===== src/rtl/modexp_pkg.sv =====
package modexp_pkg;

    // Controller phases of the two-stage schedule.
    typedef enum logic [1:0] {
        ST_IDLE   = 2'd0,
        ST_LOAD   = 2'd1,
        ST_SQUARE = 2'd2,
        ST_MULT   = 2'd3
    } phase_t;

endpackage


===== src/rtl/modexp_f1.sv =====
// First pipeline stage: full-width product, or pass-through of the first
// operand when the control bit is clear.
module modexp_f1 #(
    parameter int WIDTH = 16
) (
    input  logic [WIDTH-1:0]   op_a,
    input  logic [WIDTH-1:0]   op_b,
    input  logic               use_b,
    output logic [2*WIDTH-1:0] prod
);
    localparam int PW = 2 * WIDTH;

    always_comb begin
        if (use_b) begin
            prod = PW'(op_a) * PW'(op_b);
        end else begin
            prod = PW'(op_a);
        end
    end

endmodule


===== src/rtl/modexp_f2.sv =====
// Second pipeline stage: reduction of a double-width value modulo m by
// bit-serial restoring remainder, unrolled into combinational logic.
module modexp_f2 #(
    parameter int WIDTH = 16
) (
    input  logic [2*WIDTH-1:0] value,
    input  logic [WIDTH-1:0]   modv,
    output logic [WIDTH-1:0]   rem_out
);
    localparam int PW = 2 * WIDTH;

    logic [WIDTH:0] part;

    always_comb begin
        part = '0;
        for (int k = PW - 1; k >= 0; k--) begin
            part = {part[WIDTH-1:0], value[k]};
            if (part >= {1'b0, modv}) begin
                part = part - {1'b0, modv};
            end
        end
        rem_out = part[WIDTH-1:0];
    end

endmodule


===== src/rtl/modexp_ctrl.sv =====
// Schedule controller: phase sequencing, step count and exponent bits.
module modexp_ctrl
    import modexp_pkg::*;
#(
    parameter int EXP_BITS = 16
) (
    input  logic                clk,
    input  logic                rst_n,
    input  logic                in_valid,
    input  logic [EXP_BITS-1:0] exponent,
    output logic                in_ready,
    output phase_t              phase,
    output logic                ebit,
    output logic                done
);
    localparam int CW = $clog2(EXP_BITS + 1);

    phase_t                phase_q;
    phase_t                phase_d;
    logic [CW-1:0]         step_q;
    logic [EXP_BITS-1:0]   eshift_q;
    logic                  last_step;

    assign last_step = (step_q == CW'(EXP_BITS));

    // Next-state logic.
    always_comb begin
        phase_d = phase_q;
        unique case (phase_q)
            ST_IDLE:   if (in_valid) phase_d = ST_LOAD;
            ST_LOAD:   phase_d = ST_SQUARE;
            ST_SQUARE: phase_d = last_step ? ST_IDLE : ST_MULT;
            ST_MULT:   phase_d = ST_SQUARE;
            default:   phase_d = ST_IDLE;
        endcase
    end

    // State register with step counter and exponent shifter.
    always_ff @(posedge clk or negedge rst_n) begin
        if (!rst_n) begin
            phase_q  <= ST_IDLE;
            step_q   <= '0;
            eshift_q <= '0;
        end else begin
            phase_q <= phase_d;
            unique case (phase_q)
                ST_IDLE: if (in_valid) eshift_q <= exponent;
                ST_LOAD: step_q <= '0;
                ST_MULT: begin
                    step_q   <= step_q + CW'(1);
                    eshift_q <= eshift_q >> 1;
                end
                default: ;
            endcase
        end
    end

    // Output process.
    always_ff @(posedge clk or negedge rst_n) begin
        if (!rst_n) begin
            done <= 1'b0;
        end else begin
            done <= (phase_q == ST_SQUARE) && last_step;
        end
    end

    assign in_ready = (phase_q == ST_IDLE);
    assign phase    = phase_q;
    assign ebit     = eshift_q[0];

    AST_MULT_THEN_SQUARE: assert property (@(posedge clk) disable iff (!rst_n)
        (phase_q == ST_MULT) |=> (phase_q == ST_SQUARE));
    AST_STEP_BOUND: assert property (@(posedge clk) disable iff (!rst_n)
        step_q <= CW'(EXP_BITS));
    AST_DONE_PULSE: assert property (@(posedge clk) disable iff (!rst_n)
        done |=> !done);
    AST_DONE_READY: assert property (@(posedge clk) disable iff (!rst_n)
        done |-> in_ready);

endmodule


===== src/rtl/modexp_pipe.sv =====
// Top: three operand registers around a two-stage modular multiplier.
module modexp_pipe
    import modexp_pkg::*;
#(
    parameter int WIDTH    = 16,
    parameter int EXP_BITS = 16
) (
    input  logic                clk,
    input  logic                rst_n,
    input  logic                in_valid,
    output logic                in_ready,
    input  logic [WIDTH-1:0]    base,
    input  logic [EXP_BITS-1:0] exponent,
    input  logic [WIDTH-1:0]    modulus,
    output logic [WIDTH-1:0]    result,
    output logic                done
);
    localparam int PW = 2 * WIDTH;

    phase_t           phase;
    logic             ebit;
    logic [PW-1:0]    buf_q;
    logic [WIDTH-1:0] acc_q;
    logic [WIDTH-1:0] sq_q;
    logic [WIDTH-1:0] mod_q;
    logic [WIDTH-1:0] opa;
    logic [WIDTH-1:0] opb;
    logic             use_b;
    logic [PW-1:0]    f1_out;
    logic [WIDTH-1:0] red;

    modexp_ctrl #(.EXP_BITS(EXP_BITS)) u_ctrl (
        .clk      (clk),
        .rst_n    (rst_n),
        .in_valid (in_valid),
        .exponent (exponent),
        .in_ready (in_ready),
        .phase    (phase),
        .ebit     (ebit),
        .done     (done)
    );

    // Stage-one operand steering per phase.
    always_comb begin
        opa   = acc_q;
        opb   = sq_q;
        use_b = 1'b0;
        unique case (phase)
            ST_LOAD:   begin opa = WIDTH'(1); use_b = 1'b0; end
            ST_SQUARE: begin opb = acc_q;     use_b = 1'b1; end
            ST_MULT:   begin opb = sq_q;      use_b = ebit; end
            default:   ;
        endcase
    end

    modexp_f1 #(.WIDTH(WIDTH)) u_f1 (
        .op_a  (opa),
        .op_b  (opb),
        .use_b (use_b),
        .prod  (f1_out)
    );

    modexp_f2 #(.WIDTH(WIDTH)) u_f2 (
        .value   (buf_q),
        .modv    (mod_q),
        .rem_out (red)
    );

    // Operand registers.
    always_ff @(posedge clk or negedge rst_n) begin
        if (!rst_n) begin
            buf_q <= '0;
            acc_q <= '0;
            sq_q  <= '0;
            mod_q <= '0;
        end else begin
            unique case (phase)
                ST_IDLE: if (in_valid) begin
                    buf_q <= PW'(base);
                    mod_q <= modulus;
                end
                ST_LOAD: begin
                    acc_q <= red;
                    sq_q  <= red;
                    buf_q <= f1_out;
                end
                ST_SQUARE: begin
                    acc_q <= red;
                    buf_q <= f1_out;
                end
                ST_MULT: begin
                    acc_q <= red;
                    sq_q  <= red;
                    buf_q <= f1_out;
                end
                default: ;
            endcase
        end
    end

    assign result = acc_q;

    AST_RESULT_HELD: assert property (@(posedge clk) disable iff (!rst_n)
        in_ready |=> $stable(result));
    AST_RED_BELOW_MOD: assert property (@(posedge clk) disable iff (!rst_n)
        (phase != ST_IDLE) |-> (red < mod_q));
    AST_MOD_NONZERO: assert property (@(posedge clk) disable iff (!rst_n)
        (in_valid && in_ready) |-> (modulus != '0));
    AST_LOAD_AFTER_TAKE: assert property (@(posedge clk) disable iff (!rst_n)
        (in_valid && in_ready) |=> !in_ready);

endmodule


===== config.mk =====
export PLATFORM = sky130hd
export DESIGN_NAME = modexp_pipe
export DESIGN_NICKNAME = d
export VERILOG_FILES = /design/src/rtl/modexp_pkg.sv /design/src/rtl/modexp_f1.sv /design/src/rtl/modexp_f2.sv /design/src/rtl/modexp_ctrl.sv /design/src/rtl/modexp_pipe.sv
export SDC_FILE = /design/constraint.sdc
export NUM_CORES = 2
export LEC_CHECK = 0
export BUFFER_PORTS_ARGS = -buffer_cell sky130_fd_sc_hd__buf_4
export CORE_UTILIZATION = 38
export CTS_CLUSTER_SIZE = 25
export DETAILED_ROUTE_END_ITERATION = 7
export PLACE_DENSITY = 0.56
export RECOVER_POWER = 100
export SLEW_MARGIN = 5
export SYNTH_ARGS = -nofsm -noshare
export SYNTH_HDL_FRONTEND = slang
export SYNTH_SLANG_ARGS = --single-unit

===== constraint.sdc =====
create_clock -name clk -period 204.9 [get_ports clk]
set_clock_uncertainty 0.1 [all_clocks]
set_input_delay 20.49 -clock clk [delete_from_list [all_inputs] [get_ports clk]]
set_output_delay 20.49 -clock clk [all_outputs]
set_load 0.02 [all_outputs]

==> metrics.csv <==
metric,value,unit
status,finished with violations,
violated checks,"max-capacitance violations, max-slew violations",
Post-synth EDFFs,0,
Resize count post-CTS,0,
max cap viols,10,
P&R area growth vs syn,5.04,%
period utilization,71.6,%
Root Driver,clkbuf_16,
Pins Over Slew Limit,329,
initial drt markers,3698,
Min-Delay Endpoint,u_ctrl.eshift_q[14]$_DFFE_PN0P_,
initial core utilization,38.6,%
worst min-delay path startpoint,u_ctrl.eshift_q[14]$_DFFE_PN0P_,
DR pass1 iterations,7,
grt total ovfl,0,
clk buf depth,2,
Yosys Warn Count,0,
Hold WS,0.379,ns
Tightest Pin Transition,3.74,ns
Die ar.,111000,um2
reg2reg end,sq_q[15]$_DFFE_PN0N_,
cells on worst reg2reg path,597,
CP most frequent cell,a21o_1,
DR WL/cell,21.8,um
crit-path max FO,37,
setup bufs post-CTS,0,
Slew headroom,-149,%
share of layout cells above drive strength 1,5.98,%
CP Capture Type,flop,
#FFs+latches synth,104,
Final min period,146.63,ns
PortBufs,68,
most frequent cells in the layout,"nand2_1 (643), ha_1 (603), inv_1 (513)",
final hold violations,0,
Critical Path Slowest Stage Cell,a21oi_1,
endpoints failing setup,0,
Crit Path Category,reg -> reg,
unrepaired setup endpoints after global routing,no,
Final nets,6294,
vias in the first global route,39000,
fmax,6.82,MHz
final core utilization,40.5,%
first-pass GRT wire length,230000,um
Register-to-Register Setup Slack,58.27,ns
post-synth cell types,113,
WHS Path Cells,2,
reg2reg start,mod_q[1]$_DFFE_PN0P_,
startpoint types,flop,
clock latency at the later pin of the worst-skew pair,0.41,ns
FP Rows,120,
Num CTS Buffers,9,
Vias,40300,
register area share after synthesis,6.26,%
antenna violations before repair,1,
CORE AREA,108000,um2
Overall Global Routing Usage,26.4,%
Post-Route WL,149000,um
main flop type after synthesis,dfrtp_1,
Setup crit start,mod_q[1]$_DFFE_PN0P_,
clock slew at reported path FFs,0.09,ns
Syn Std Cell Area,41600,um2
H-tree Lvls,3,
max incr delay on CP,1.77,ns
vias per cell,5.91,
"Req. time, crit path",205.01,ns
Worst Hold Class,reg -> reg,
DP HPWL,120000,um
final routed DRC violation total,0,
Die Span X,333,um
DRT antenna net count,0,
"Net Count, Synth",6315,
IO Pins,69,
setup TNS,0,ns
Mean Syn Cell Area,7.65,um2
"Arr. time, crit path",146.74,ns
die height,333,um
Post-Synthesis Cells,5436,
"commonest non-fill, non-tap cell in the layout",nand2_1,
gp weighted congestion,0.958,
cts hold-fix bufs,0,
largest net degree at the start of global routing,67,
TritonCTS clock tree,yes,
CTS sink count,104,
ys async rst share,100,%
==> sequential cells by signal, indices dropped and copies added, names as in the netlist <==
name	count
buf_q	32
mod_q	16
result	16
sq_q	16
u_ctrl.eshift_q	16
u_ctrl.step_q	5
u_ctrl.phase	2
u_ctrl.done	1
==> Yosys cell counts, types with 23 or more instances <==
master	number	area [um2]
nand2_1	641	2410
ha_1	603	7540
inv_1	525	1970
nor2_1	363	1360
o21ai_0	360	1800
a21oi_1	308	1540
a21o_1	290	2180
fa_1	225	4500
xnor2_1	218	1910
xor2_1	172	1510
mux2_2	143	1610
mux2i_1	130	1300
nand4_1	113	707
dfrtp_1	104	2600
clkbuf_1	98	368
nor2b_1	97	607
nand2b_1	95	594
and2_1	69	432
nor3_1	63	315
nand3_1	54	270
a211oi_1	49	368
o21bai_1	49	368
a21boi_0	46	345
a221oi_1	39	342
o21a_1	39	293
or3_1	33	206
nor4_1	32	200
o221ai_1	29	254
a31oi_1	27	169
buf_2	27	135
o211ai_1	24	180
o31ai_1	24	180
a22oi_1	23	173
==> routing by layer <==
layer	vias up	part of all wire, %	global-route usage [%]
met5	-	0	0
met4	0	3.3	7.89
met3	258	6.5	2.99
met2	1430	44	42.4
met1	19300	46	36.9
li1	19300	-	-
==> cell families (layout without fill, tap and decap cells) <==
| kind of cell | after synthesis | in the layout | synth area share (%) |
|---|---|---|---|
| xor+xnor | 390 | 390 | 8.22 |
| other cells | 0 | 1 | 0 |
| compound gates | 1508 | 1508 | 24.2 |
| flops | 104 | 104 | 6.26 |
| fa+ha+maj | 828 | 828 | 29.0 |
| simple gates | 1639 | 1639 | 18.5 |
| mux | 281 | 281 | 7.32 |
| buf+inv | 686 | 670 | 6.47 |
==> critical path: cells and delay by family, from the launching register on <==
family / cells / cell delay, ns
DFF: 1 / 1.53
buffers and inverters: 29 / 7.01
muxes: 9 / 5.62
adders and majority gates: 32 / 9.99
AOI/OAI and AO/OA: 410 / 97.29
and+or+nand+nor: 117 / 24.58
==> per-stage QoR <==
step                std cells  setup WS (ns)  instance area [um2]
floorplan                5436          87.30                41600
global placement         6807          76.28                43600
detailed placement       6807          73.56                43600
CTS                      6823          72.93                43900
global route             6823          45.11                43700
finish                   6824          58.27                43700
==> layout make-up <==
| type | count | area [um2] |
|---|---|---|
| Clock inverter | 7 | 91.3 |
| Tap cell | 1403 | 1760 |
| Antenna cell | 1 | 2.50 |
| Clock buffer | 9 | 225 |
| Timing Repair Buffer | 124 | 822 |
| Fill cell | 11300 | 64100 |
| Multi-Input combinational cell | 4646 | 36200 |
| Inverter | 530 | 1990 |
| Sequential cell | 104 | 2600 |
==> how the worst max path moves through the flow <==
| stage | endpoint | depth (start not counted) |
|---|---|---|
| final | sq_q[15]$_DFFE_PN0N_ | 597 |
| after global routing | sq_q[15]$_DFFE_PN0N_ | 598 |
| after floorplan | result[2]$_DFFE_PN0N_ | 641 |
| after global placement | sq_q[2]$_DFFE_PN0N_ | 600 |
| after CTS | result[2]$_DFFE_PN0N_ | 601 |
| after detailed placement | sq_q[2]$_DFFE_PN0N_ | 602 |
Power is left out: the tool's default activity adds up to more than one toggle a clock period on the data nets, which glitch-free logic cannot reach.
